## config.mk

```make
export PLATFORM = sky130hd
export DESIGN_NAME = skip_cond_unit
export DESIGN_NICKNAME = d
export VERILOG_FILES = /design/src/rtl/skip_cond_unit.sv
export SDC_FILE = /design/constraint.sdc
export NUM_CORES = 1
export LEC_CHECK = 0
export BUFFER_PORTS_ARGS = -buffer_cell sky130_fd_sc_hd__buf_2
export CAP_MARGIN = 20
export CORE_MARGIN = 8
export CORE_UTILIZATION = 40
export CTS_CLUSTER_SIZE = 8
export DETAILED_ROUTE_END_ITERATION = 8
export PLACE_DENSITY = 0.87
export SLEW_MARGIN = 15
export SYNTH_ARGS = -nofsm -noshare
export SYNTH_HDL_FRONTEND = slang
export SYNTH_SLANG_ARGS = --single-unit
```

## constraint.sdc

```tcl
create_clock -name clk -period 6.45 [get_ports clk]
set_clock_uncertainty 0.2 [all_clocks]
set_input_delay 0.3225 -clock clk [delete_from_list [all_inputs] [get_ports clk]]
set_output_delay 0.3225 -clock clk [all_outputs]
set_load 0.01 [all_outputs]
```

## src/rtl/skip_cond_unit.sv

```systemverilog
module skip_cond_unit #(
  parameter int W = 16
) (
  input  logic         clk,
  input  logic         rst_n,
  input  logic         in_valid,
  input  logic         stall,
  input  logic [1:0]   kind,
  input  logic         imm_sel,
  input  logic [2:0]   imm_code,
  input  logic [W-1:0] op1_reg,
  input  logic [W-1:0] op2,
  input  logic [2:0]   cond,
  input  logic [W-1:0] sum,
  output logic [W-1:0] op1_eff,
  output logic         skip_next
);

  localparam logic [1:0] K_PLAIN = 2'b00;
  localparam logic [1:0] K_CMP   = 2'b01;
  localparam logic [1:0] K_ADDZ  = 2'b10;
  localparam logic [1:0] K_ADDNZ = 2'b11;

  logic [W-1:0] imm_val;
  logic         take;
  logic         eq, slt, ult;
  logic         cmp_hit;
  logic         trig;

  always_comb begin
    imm_val = '0;
    if (imm_code[2]) imm_val = -(W'(8) >> imm_code[1:0]);
    else             imm_val = W'(1) << imm_code[1:0];
  end

  assign op1_eff = imm_sel ? imm_val : op1_reg;
  assign take    = in_valid && !stall;

  assign eq  = (op1_eff == op2);
  assign slt = ($signed(op1_eff) < $signed(op2));
  assign ult = (op1_eff < op2);

  always_comb begin
    case (cond)
      3'b000:  cmp_hit = eq;
      3'b001:  cmp_hit = !eq;
      3'b010:  cmp_hit = slt;
      3'b011:  cmp_hit = slt || eq;
      3'b100:  cmp_hit = !slt && !eq;
      3'b101:  cmp_hit = !slt;
      3'b110:  cmp_hit = ult;
      default: cmp_hit = ult || eq;
    endcase
  end

  always_comb begin
    case (kind)
      K_CMP:   trig = cmp_hit;
      K_ADDZ:  trig = (sum == '0);
      K_ADDNZ: trig = (sum != '0);
      default: trig = 1'b0;
    endcase
  end

  always_ff @(posedge clk) begin
    if (!rst_n)                 skip_next <= 1'b0;
    else if (take && skip_next) skip_next <= 1'b0;
    else if (take)              skip_next <= trig;
  end


  a_r9_hold: assert property (@(posedge clk) disable iff (!rst_n)
    !(in_valid && !stall) |=> $stable(skip_next));


  a_r8_one_slot: assert property (@(posedge clk) disable iff (!rst_n)
    (in_valid && !stall && skip_next) |=> !skip_next);


  a_r10_plain: assert property (@(posedge clk) disable iff (!rst_n)
    (in_valid && !stall && !skip_next && kind == K_PLAIN) |=> !skip_next);


  a_r6_addz: assert property (@(posedge clk) disable iff (!rst_n)
    (in_valid && !stall && !skip_next && kind == K_ADDZ) |=> (skip_next == ($past(sum) == '0)));


  a_r7_addnz: assert property (@(posedge clk) disable iff (!rst_n)
    (in_valid && !stall && !skip_next && kind == K_ADDNZ) |=> (skip_next != ($past(sum) == '0)));


  a_r2_imm_nonzero: assert property (@(posedge clk) disable iff (!rst_n)
    imm_sel |-> (op1_eff != '0 && $countones(op1_eff & (op1_eff - W'(1))) == 0
                 || op1_eff[W-1]));


  a_r1_reset: assert property (@(posedge clk)
    !rst_n |=> !skip_next);

endmodule

```

Word-level counts from Yosys, hierarchy flattened
Index checks and enable logic that the tools add are counted.
{"block": "classes", "addsub": 1, "order_cmp": 2, "n_eq_ne": 10, "shifts": 2, "mux": 4, "bitwise": 1, "reduce_logical": 12}
{"operator": "< comparator 16 bit", "count": 2}
{"operator": "2-to-1 mux 16 bit", "count": 2}
{"operator": "== test 16 bit", "count": 1}
{"operator": "logical NOT 16 bit", "count": 1}
{"operator": "negator 16 bit", "count": 1}
{"operator": "nonzero test 16 bit", "count": 1}
{"operator": "<< shifter 1 x 2 -> 16 bit, first input constant", "count": 1}
{"operator": ">> shifter 4 x 2 -> 16 bit, first input constant", "count": 1}
{"operator": "== test 3 bit, second input constant", "count": 3}
{"operator": "case mux 1 bit (7 select lines)", "count": 1}
{"operator": "== test 3 x 2 -> 1 bit, second input constant", "count": 2}
{"operator": "== test 2 bit, second input constant", "count": 2}
{"operator": "== test 3 x 1 -> 1 bit, second input constant", "count": 1}
{"operator": "logical AND 1 bit", "count": 3}
{"operator": "logical NOT 1 bit", "count": 3}
{"operator": "logical NOT 3 bit", "count": 1}
{"operator": "case mux 1 bit (3 select lines)", "count": 1}
{"operator": "== test 2 x 1 -> 1 bit, second input constant", "count": 1}
{"operator": "logical OR 1 bit", "count": 2}
{"operator": "OR reduction 2 bit", "count": 1}
{"operator": "inverter 1 bit", "count": 1}
{"block": "totals", "ff_bits": 1, "inputBits": 61}

Logic depth before layout (Yosys ltp)
Gate-level depths: netlist of the first run.
{"block": "logic_depth", "word_depth": 9, "ltp_mapped": 9, "mapped_depth_nobuf": 9}

Worst setup path before layout of the first run
Ideal clock, no wire load.
{"block": "synth_path", "kind": "input-to-reg", "startpoint": "input port imm_sel", "endpoint": "register skip_next", "setup_ns": 0.084, "arrival_ns": 2.263, "path_slack_ns": 3.903, "path_stages": 9, "cell_sequence": "nand2_1 -> clkbuf_1 -> o21ai_0 -> ha_1 -> nand4_2 -> o41a_1 -> a211oi_2 -> o21ai_1 -> o31ai_2"}
{"block": "synth_via", "elab_chain_len": 6}
{"item": "start, declared", "line_no": "9", "rtl": "input logic imm_sel,"}
{"item": "2-to-1 mux 16 bit (*)", "line_no": "36", "rtl": "assign op1_eff = imm_sel ? imm_val : op1_reg;"}
{"item": "via op1_eff[15]", "line_no": "15", "rtl": "output logic [W-1:0] op1_eff,"}
{"item": "< comparator 16 bit / == test 16 bit (equally long branches)", "line_no": "40, 39"}
{"item": "logical NOT 1 bit (on tied branches)", "line_no": "49, 50, 46"}
{"item": "logical AND 1 bit", "line_no": "49", "rtl": "3'b100: cmp_hit = !slt && !eq;"}
{"item": "case mux 1 bit (7 select lines) (*)", "line_no": "44", "rtl": "case (cond)"}
{"item": "case mux 1 bit (3 select lines) (*)", "line_no": "57", "rtl": "case (kind)"}
{"item": "end signal, assigned", "line_no": "68", "rtl": "else if (take) skip_next <= trig;"}
{"item": "end, declared", "line_no": "16", "rtl": "output logic skip_next"}
Mark *: on every way through the listed nets, which the timed path passes. The rest lies on a longest branch.
A chain may end at the register's enable or synchronous reset.

Worst setup path in the final report of the first run
{"block": "layout_path", "startpoint": "input port imm_sel", "endpoint": "register skip_next"}
{"block": "layout_via", "elab_chain_len": 6}
{"item": "2-to-1 mux 16 bit (*)", "line_no": "36"}
{"item": "< comparator 16 bit / == test 16 bit (equally long branches)", "line_no": "40, 39"}
{"item": "logical NOT 1 bit (on tied branches)", "line_no": "49, 50, 46"}
{"item": "logical AND 1 bit", "line_no": "49"}
{"item": "case mux 1 bit (7 select lines) (*)", "line_no": "44"}
{"item": "case mux 1 bit (3 select lines) (*)", "line_no": "57"}
Mark *: on every way between the ends. The rest lies on a longest branch, timed or not.

==> results of run 1 <==
==> worst max-delay path: stages <==
cell and delay, ns:
sky130_fd_sc_hd__buf_2 0.19, sky130_fd_sc_hd__nand2_1 0.26, sky130_fd_sc_hd__o21ai_0 0.21, sky130_fd_sc_hd__ha_1 0.43, sky130_fd_sc_hd__nand4_2 0.18, sky130_fd_sc_hd__a2111oi_0 0.59
sky130_fd_sc_hd__o31a_2 0.22, sky130_fd_sc_hd__o31ai_2 0.06
==> layout make-up <==
cell class,instances,area (sq um)
multi-input cells,96,683
well taps,27,33.8
inverters,28,105
repair buffers,77,385
fillers,204,714
flip-flops and latches,1,20.0
==> final timing paths <==
kind | from | to | cells past startpoint
max | imm_sel | skip_next | 8
min | skip_next | skip_next | 4
max reg2reg | skip_next | skip_next | 4
min reg2reg | skip_next | skip_next | 4
==> routing by layer <==
| layer | vias to the layer above | share of wire [%] | track usage [%] |
|---|---|---|---|
| met5 | - | 0 | 0 |
| met4 | 0 | 0 | 0 |
| met3 | 0 | 12 | 2.92 |
| met2 | 50 | 44 | 21.0 |
| met1 | 466 | 44 | 16.7 |
| li1 | 603 | - | - |
==> power by group through the flow <==
stage | combinational, mW | sequential (mW) | clock, mW
3_3_place_gp | 0.0793 | 0.00694 | 0
6_report | 0.0805 | 0.00696 | 0
2_1_floorplan | 0.0448 | 0.00710 | 0
5_1_grt | 0.0911 | 0.00704 | 0
4_1_cts | 0.0809 | 0.00696 | 0
3_5_place_dp | 0.0804 | 0.00696 | 0
==> through the flow <==
stage / total power, mW / hold slack [ns] / setup slack [ns] / cell area [sq um] / instances
after floorplan: 0.0519 / 0.351 / 3.90 / 820 / 128
after global placement: 0.0863 / 0.401 / 3.78 / 1230 / 229
after detailed placement: 0.0874 / 0.408 / 3.65 / 1230 / 229
after CTS: 0.0879 / 0.409 / 3.66 / 1230 / 229
after global routing: 0.0981 / 0.451 / 3.43 / 1230 / 229
final: 0.0875 / 0.408 / 3.64 / 1230 / 229
==> synthesized netlist by cell type <==
cell type	n
sky130_fd_sc_hd__inv_1	28
sky130_fd_sc_hd__nor4_1	6
sky130_fd_sc_hd__dfxtp_1	1
sky130_fd_sc_hd__a21o_1	1
sky130_fd_sc_hd__xor2_1	1
sky130_fd_sc_hd__o41a_1	1
sky130_fd_sc_hd__o2bb2ai_1	1
sky130_fd_sc_hd__and2_1	1
sky130_fd_sc_hd__o21ai_0	15
sky130_fd_sc_hd__nor3b_1	1
sky130_fd_sc_hd__and4b_1	1
sky130_fd_sc_hd__and2b_2	2
sky130_fd_sc_hd__o21ai_1	1
sky130_fd_sc_hd__o211ai_1	1
sky130_fd_sc_hd__nor3_1	1
sky130_fd_sc_hd__nor2b_1	2
sky130_fd_sc_hd__clkbuf_1	3
sky130_fd_sc_hd__nor2_1	10
sky130_fd_sc_hd__nand4_1	6
sky130_fd_sc_hd__mux2i_1	2
sky130_fd_sc_hd__nand4_2	1
sky130_fd_sc_hd__and3b_2	1
sky130_fd_sc_hd__a21oi_1	15
sky130_fd_sc_hd__a2111oi_0	1
sky130_fd_sc_hd__a211oi_2	1
sky130_fd_sc_hd__nand2_1	5
sky130_fd_sc_hd__ha_1	16
sky130_fd_sc_hd__o31ai_2	1
sky130_fd_sc_hd__o31a_2	1
sky130_fd_sc_hd__o21a_1	1
==> logic make-up after synthesis <==
logic type               synth area share, %
AND/OR/NAND/NOR                         26.0
AO/OA/AOI/OAI                           29.5
multiplexers                            2.44
buffers and inverters                   14.2
adder cells (fa/ha/maj)                 24.4
flip-flops                              2.44
XOR/XNOR                                1.07
==> qor.csv, run 1 <==
metric,value,unit
outcome,"finished, final reports clean",
share of post-route cells with drive strength above 1,41.6,%
required time of the worst setup path,6.12,ns
largest fanout on the critical path,21,
leakage component of the power,0.743,nW
Setup crit end kind,flip-flop,
setup TNS,0,ns
Pwr Density,71.3,nW/um^2
First-pass DRT Iterations,4,
total grt overflow,0,
actual slew at the worst max-slew pin,0.616,ns
worst rel slew slack,57.9,%
internal power,0.0451,mW
Die Y-Extent,61.3,um
setup slack of the worst register-to-register path,5.14,ns
proportion of power drawn by flip-flops and latches,8.0,%
global-route wire length before repair,3950,um
initial cell density of the core,42.2,%
ranking of synthesized cells by area,"sky130_fd_sc_hd__ha_1 (24%), sky130_fd_sc_hd__inv_1 (13%), sky130_fd_sc_hd__a21oi_1 (9.2%), sky130_fd_sc_hd__o21ai_0 (9.2%), sky130_fd_sc_hd__nand4_1 (4.6%)",
critical path type,in -> reg,
pin count of the biggest net entering global routing,22,
Die Span X,61.3,um
num ports,78,
Worst-path clk slew,0,ns
clk_lat worst skew,0,ns
count of final hold-check violations,0,
worst endpoint data arrival time,2.49,ns
overall die area,3750,sq um
share of the synthesized area in the top cell type,24.4,%
Resized cells post-CTS,0,
final core occ,63.2,%
number of remaining DRC errors,0,
most frequent standard cell in the layout excluding fill and tap cells,sky130_fd_sc_hd__buf_2,
unrepaired setup endpoints after global routing,no,
synthesized area,820,sq um
largest area contributor in the netlist,sky130_fd_sc_hd__ha_1,
Post-CTS Repair Setup Buffers,0,
"top library cells by usage in the layout, fill and taps aside","sky130_fd_sc_hd__buf_2 (77), sky130_fd_sc_hd__inv_1 (28), sky130_fd_sc_hd__ha_1 (16)",
yosys warns,0,
HPWL after detailed placement,2480,um
"Area growth, synth to finish",49.8,%
weighted congestion at the end of routability-driven global placement,0.781,
Antenna Cells,0,
IR Drop Worst-Case VDD,0.0432,mV
largest reg by FF count,skip_next,
DRT iter0 DRCs,12,
biggest regs,skip_next: 1 flops,
count of final setup violators,0,
DRT antenna net count,0,
Buffers on Ports,77,
combined global-route utilization of all metal layers,12.6,%
portion of total power attributed to combinational logic,92.0,%
# hold bufs at CTS,0,
Final min period,2.81,ns
final routed wirelength across all metal layers,2690,um
Cells after Synth,128,
number of antenna violations at the first check in global routing,0,
max-capacitance violation count,0,
via total after detailed routing,1119,
startpoint type of the worst setup path,primary input,
synthesized netlist net count,205,
period utilisation layout,43.6,%
Nets,281,
switching power as a share of total power,48.4,%
net switching power of the design,0.0424,mW
Fmax achieved,355,MHz
row count,16,
via count of the first global-routing pass,998,
"flip-flop count of the largest register, all copies and words added",1,
number of storage elements in the synthesis netlist,1,
Netlist cell types,30,
Hold/Removal Path Class,reg -> reg,
power share of the clock group,0,%
part of the Yosys area used for sequential elements,2.44,%
Routed WL per cell,11.7,um
count of final max-slew check failures,0,
total core area,1940,sq um
synthesized area per cell,6.40,sq um
routed vias/inst,4.89,
Note: power is estimated with default switching activity, not from simulation.
==> inputs of run 2 (changes only) <==
- CORE_UTILIZATION: 40 -> 37
- PLACE_DENSITY: 0.87 -> 0.81
- clock period: 6.45 -> 2.7 ns (I/O delays scaled with it)
==> run 2 against run 1 <==
  * Power up 140%
  * Wire length rose by 1.9%
  * Combinational power up 140%
  * Register-to-register slack got worse by 3.8 ns
  * Die area up 6.0%
  * Core utilization shrank 5.3 points
  * First-iteration DRC count increased by 58%
  * Critical endpoint unchanged
  * Highest routed layer is now met4
==> qor.csv, run 2 (same netlist as run 1, synthesis figures left out) <==
metric,value,unit,change
"Area growth, synth to finish",51.8,%,was 49.8%
worst rel slew slack,58.8,%,was 57.9%
worst hold path cell count,5,,was 4
startpoint type of the worst setup path,primary input,,unchanged
IR Drop Worst-Case VDD,0.0993,mV,was 0.0432 mV
worst endpoint data arrival time,2.10,ns,was 2.49 ns
outcome,"finished, final reports clean",,unchanged
Routed WL per cell,11.8,um,was 11.7 um
HPWL after detailed placement,2550,um,was 2480 um
row count,17,,was 16
largest fanout on the critical path,12,,was 21
setup slack of the worst register-to-register path,1.39,ns,was 5.14 ns
worst reg2reg path depth,4,,unchanged
Worst Hold Launch,rst_n,,was skip_next
largest reg by FF count,skip_next,,unchanged
Antenna Cells,0,,unchanged
DRT iter0 DRCs,19,,was 12
clk_lat worst skew,0,ns,about the same
placement-stage cell area,1240,sq um,was 1230 sq um
fillcell total,236,,was 204
"Largest stage delay, worst path",0.41,ns,was 0.59 ns
top cell family by delay on the critical path,compound AO/OA/AOI/OAI gates,,unchanged
via total after detailed routing,1133,,was 1119
met2 layer wire length in the routed design,1370,um,was 1180 um
period utilisation layout,88.3,%,
Setup crit end kind,flip-flop,,unchanged
combined global-route utilization of all metal layers,12.8,%,was 12.6%
"final std cell area, no fill",1240,sq um,was 1230 sq um
count of final max-slew check failures,0,,unchanged
actual slew at the worst max-slew pin,0.602,ns,was 0.616 ns
final routed wirelength across all metal layers,2740,um,was 2690 um
Final min period,2.38,ns,
critical-path cell with the highest stage delay,sky130_fd_sc_hd__o41a_1,,was sky130_fd_sc_hd__a2111oi_0
required time of the worst setup path,2.41,ns,was 6.12 ns
count of final setup violators,0,,unchanged
routed vias/inst,4.88,,was 4.89
total grt overflow,0,,unchanged
number of remaining DRC errors,0,,unchanged
leakage component of the power,0.752,nW,was 0.743 nW
critical path type,in -> reg,,unchanged
most frequent standard cell in the layout excluding fill and tap cells,sky130_fd_sc_hd__buf_2,,unchanged
R2R Path Start,skip_next,,unchanged
count of final hold-check violations,0,,unchanged
initial cell density of the core,38.1,%,was 42.2%
Buffers on Ports,77,,unchanged
length of routed wiring on met1,1090,um,was 1170 um
biggest regs,skip_next: 1 flops,,unchanged
Die Span X,63.1,um,was 61.3 um
max-capacitance violation count,0,,unchanged
number of antenna violations at the first check in global routing,0,,unchanged
total length of routed met3 wires,252,um,was 333 um
Pwr Density,169,nW/um^2,was 71.3 nW/um^2
highest signal layer in the routed design,met4,,was met3
First-pass DRT Iterations,2,,was 4
proportion of power drawn by flip-flops and latches,7.9,%,was 8.0%
Fmax achieved,419,MHz,
final core occ,57.9,%,was 63.2%
"flip-flop count of the largest register, all copies and words added",1,,unchanged
share of post-route cells with drive strength above 1,42.2,%,was 41.6%
Post-CTS Repair Setup Buffers,0,,unchanged
num ports,78,,unchanged
end of the worst register-to-register path,skip_next,,unchanged
sink of the worst hold path,skip_next,,unchanged
weighted congestion at the end of routability-driven global placement,0.835,,was 0.781
Worst-path clk slew,0,ns,about the same
Hold/Removal Path Class,in -> reg,,was reg -> reg
Resized cells post-CTS,0,,unchanged
# hold bufs at CTS,0,,unchanged
via count of the first global-routing pass,1140,,was 998
total core area,2150,sq um,was 1940 sq um
"top library cells by usage in the layout, fill and taps aside","sky130_fd_sc_hd__buf_2 (77), sky130_fd_sc_hd__inv_1 (28), sky130_fd_sc_hd__ha_1 (16)",,unchanged
DRT antenna net count,0,,unchanged
setup TNS,0,ns,unchanged
power share of the clock group,0,%,about the same
Die Y-Extent,63.1,um,was 61.3 um
cell-by-cell listing of the critical path,"buf_2, nand2_1, o21ai_0, ha_1, nand4_2, o41a_1, a211oi_2, o21ai_1, o31ai_2",,"was buf_2, nand2_1, o21ai_0, ha_1, nand4_2, a2111oi_0, o31a_2, o31ai_2"
Nets,283,,was 281
switching power as a share of total power,47.5,%,was 48.4%
net switching power of the design,0.100,mW,was 0.0424 mW
internal power,0.111,mW,was 0.0451 mW
global-route wire length before repair,4510,um,was 3950 um
portion of total power attributed to combinational logic,92.1,%,was 92.0%
number of buffers and inverters on the critical path,1,,unchanged
unrepaired setup endpoints after global routing,no,,unchanged
pin count of the biggest net entering global routing,21,,was 22
overall die area,3980,sq um,was 3750 sq um
[run 2: changes by cell type in the layout (fill, tap and decap cells not counted)]
cell	previous run	this run
sky130_fd_sc_hd__buf_4	0	2
[run 2: cell type report]
cell class                      instances  area (sq um)  share of cell area (%)
Tap cell                               28          35.0                    2.82
Sequential cell                         1          20.0                    1.61
Inverter                               28           105                    8.45
Timing Repair Buffer                   79           400                    32.2
Multi-Input combinational cell         96           683                    54.9
[run 2: worst max-delay path by stage]
| stage | slack (ns) | end | cells past startpoint | start |
|---|---|---|---|---|
| after detailed placement | 0.26 | skip_next | 9 | imm_code[2] |
| final | 0.32 | skip_next | 9 | imm_code[2] |
| after global routing | 0.08 | skip_next | 9 | imm_code[2] |
| after CTS | 0.28 | skip_next | 9 | imm_code[2] |
| after global placement | 0.35 | skip_next | 9 | imm_code[2] |
| after floorplan | 0.34 | skip_next | 9 | imm_sel |
[run 2: worst register-to-register path, stage by stage, from the launching register on]
cell and delay, ns:
sky130_fd_sc_hd__dfxtp_1 0.31, sky130_fd_sc_hd__and2b_2 0.22, sky130_fd_sc_hd__and4b_1 0.21, sky130_fd_sc_hd__o21ai_1 0.07, sky130_fd_sc_hd__o31ai_2 0.22
[run 2: power groups by stage]
stage	clock, mW	combinational (mW)	sequential [mW]
floorplan	0	0.107	0.0170
global placement	0	0.193	0.0166
detailed placement	0	0.195	0.0167
CTS	0	0.196	0.0166
global route	0	0.221	0.0168
finish	0	0.194	0.0166
[run 2: metal layers]
layer / track usage [%] / up-vias
met2: 25.9 / 47
met3: 3.89 / 2
met1: 12.8 / 476
met4: 0.855 / 0
li1: - / 608
met5: 0 / -
[run 2: per-stage QoR]
stage          setup WS (ns)  hold WS [ns]  std cells  total power [mW]
6_report               0.316         0.313        232             0.211
5_1_grt               0.0844         0.352        232             0.238
4_1_cts                0.279         0.312        232             0.213
3_5_place_dp           0.261         0.316        232             0.212
3_3_place_gp           0.348         0.302        232             0.209
2_1_floorplan          0.340         0.164        128             0.124
==> inputs of run 3 (changes only) <==
- CORE_ASPECT_RATIO: default -> 0.8
==> run 3 against run 2 <==
  * Sequential power barely moved
  * Hold slack got worse by 0.0040 ns
  * Cell count fell by 1.7%
  * Highest routed layer is now met3
  * Fmax fell by 2.8%
  * Largest power group unchanged
  * Register-to-register slack improved by 0.02 ns
  * Power fell by 0.52%
  * First-iteration DRC count rose by 74%
  * Core utilization rose by 0.22 points
  * Critical endpoint unchanged
  * Final area fell by 0.91%
  * Die area rose by 0.23%
  * Via count fell by 2.2%
  * Setup slack got worse by 0.069 ns
==> qor.csv, run 3 (same netlist as run 1, synthesis figures left out) <==
metric,value,unit,change
outcome,"finished, final reports clean",,unchanged
HPWL after detailed placement,2510,um,was 2550 um
period utilisation layout,90.9,%,was 88.3%
IR Drop Worst-Case VDD,0.0941,mV,was 0.0993 mV
Routed WL per cell,12.0,um,was 11.8 um
Antenna Cells,0,,unchanged
final worst slack,0.247,ns,was 0.316 ns
clk_lat worst skew,0,ns,about the same
startpoint type of the worst setup path,primary input,,unchanged
row count,15,,was 17
met2 Use GR,23.6,%,was 25.9%
DRT antenna net count,0,,unchanged
Die Y-Extent,58.1,um,was 63.1 um
Post-Route Hold Slack,0.309,ns,was 0.313 ns
worst reg2reg path depth,4,,unchanged
total core area,2120,sq um,was 2150 sq um
# hold bufs at CTS,0,,unchanged
grt met1 use,16.7,%,was 12.8%
Die Span X,68.6,um,was 63.1 um
global-route wire length before repair,4480,um,was 4510 um
pin count of the biggest net entering global routing,21,,unchanged
final routed wirelength across all metal layers,2730,um,was 2740 um
Buffers on Ports,77,,unchanged
largest fanout on the critical path,12,,unchanged
R2R Path Start,skip_next,,unchanged
unrepaired setup endpoints after global routing,no,,unchanged
end of the worst register-to-register path,skip_next,,unchanged
"flip-flop count of the largest register, all copies and words added",1,,unchanged
number of remaining DRC errors,0,,unchanged
via count of the first global-routing pass,1016,,was 1140
Resized cells post-CTS,0,,unchanged
worst rel slew slack,60.4,%,was 58.8%
Setup crit end kind,flip-flop,,unchanged
Fmax achieved,408,MHz,was 419 MHz
Post-CTS Repair Setup Buffers,0,,unchanged
destination of the critical timing path,skip_next,,unchanged
num ports,78,,unchanged
biggest regs,skip_next: 1 flops,,unchanged
leakage component of the power,0.747,nW,was 0.752 nW
start point of the critical path,imm_code[2],,unchanged
DRT iter0 DRCs,33,,was 19
total grt overflow,0,,unchanged
initial cell density of the core,38.6,%,was 38.1%
number of antenna violations at the first check in global routing,0,,unchanged
count of final setup violators,0,,unchanged
via total after detailed routing,1108,,was 1133
combined global-route utilization of all metal layers,13.1,%,was 12.8%
count of final hold-check violations,0,,unchanged
routed vias/inst,4.86,,was 4.88
Worst-path clk slew,0,ns,about the same
largest reg by FF count,skip_next,,unchanged
Total Power,0.209,mW,was 0.211 mW
actual slew at the worst max-slew pin,0.579,ns,was 0.602 ns
worst hold path cell count,5,,unchanged
pre-CTS WS,0.242,ns,was 0.261 ns
First-pass DRT Iterations,4,,was 2
max-capacitance violation count,0,,unchanged
Pwr Density,170,nW/um^2,was 169 nW/um^2
Nets,282,,was 283
met3 track utilization from global routing,1.92,%,was 3.89%
"Area growth, synth to finish",50.4,%,was 51.8%
layer with the highest usage after global routing,met2,,unchanged
"top library cells by usage in the layout, fill and taps aside","sky130_fd_sc_hd__buf_2 (77), sky130_fd_sc_hd__inv_1 (28), sky130_fd_sc_hd__ha_1 (16)",,unchanged
setup slack of the worst register-to-register path,1.41,ns,was 1.39 ns
setup TNS,0,ns,unchanged
Worst Hold Launch,rst_n,,unchanged
overall die area,3990,sq um,was 3980 sq um
weighted congestion at the end of routability-driven global placement,0.782,,was 0.835
critical path type,in -> reg,,unchanged
share of post-route cells with drive strength above 1,41.9,%,was 42.2%
worst endpoint data arrival time,2.17,ns,was 2.10 ns
count of final max-slew check failures,0,,unchanged
Hold/Removal Path Class,in -> reg,,unchanged
most frequent standard cell in the layout excluding fill and tap cells,sky130_fd_sc_hd__buf_2,,unchanged
required time of the worst setup path,2.41,ns,about the same
Final min period,2.45,ns,was 2.38 ns
## run 3: changes by cell type in the layout (fill, tap and decap cells not counted)
cell / before / now
sky130_fd_sc_hd__buf_4: 2 / 1
## run 3: stage by stage
stage | cell area, sq um | std cells | utilization, %
3_3_place_gp | 1230 | 228 | 58.1
4_1_cts | 1230 | 228 | 58.1
2_1_floorplan | 820 | 128 | -
6_report | 1230 | 228 | 58.1
3_5_place_dp | 1230 | 228 | 58.1
5_1_grt | 1230 | 228 | 58.1
## run 3: how the worst min path moves through the flow
stage / to / slack [ns]
floorplan: skip_next / 0.16
CTS: skip_next / 0.30
finish: skip_next / 0.31
global route: skip_next / 0.33
global placement: skip_next / 0.30
detailed placement: skip_next / 0.30
## run 3: area by class of cell
type	count	area [sq um]
tap	25	31.3
sequential	1	20.0
multi-input combinational	96	683
fill	240	888
timing repair buffer	78	393
inverter	28	105
## run 3: where the power goes
group	leakage, nW	internal (mW)	switching [mW]
registers	0.00816	0.0159	0.000791
clock network	0	0	0
logic	0.739	0.0930	0.0997
## run 3: worst max-delay path: stages
cell and delay [ns]:
sky130_fd_sc_hd__buf_2 0.13, sky130_fd_sc_hd__nand2_1 0.22, sky130_fd_sc_hd__o21ai_0 0.18, sky130_fd_sc_hd__ha_1 0.41, sky130_fd_sc_hd__nand4_2 0.18, sky130_fd_sc_hd__o41a_1 0.40
sky130_fd_sc_hd__a211oi_2 0.20, sky130_fd_sc_hd__o21ai_1 0.09, sky130_fd_sc_hd__o31ai_2 0.22
## run 3: routing by layer
metal | vias to the layer above | wire length, um
li1 | 603 | -
met1 | 467 | 1140
met2 | 38 | 1320
met3 | 0 | 261
met4 | 0 | 0
met5 | - | 0
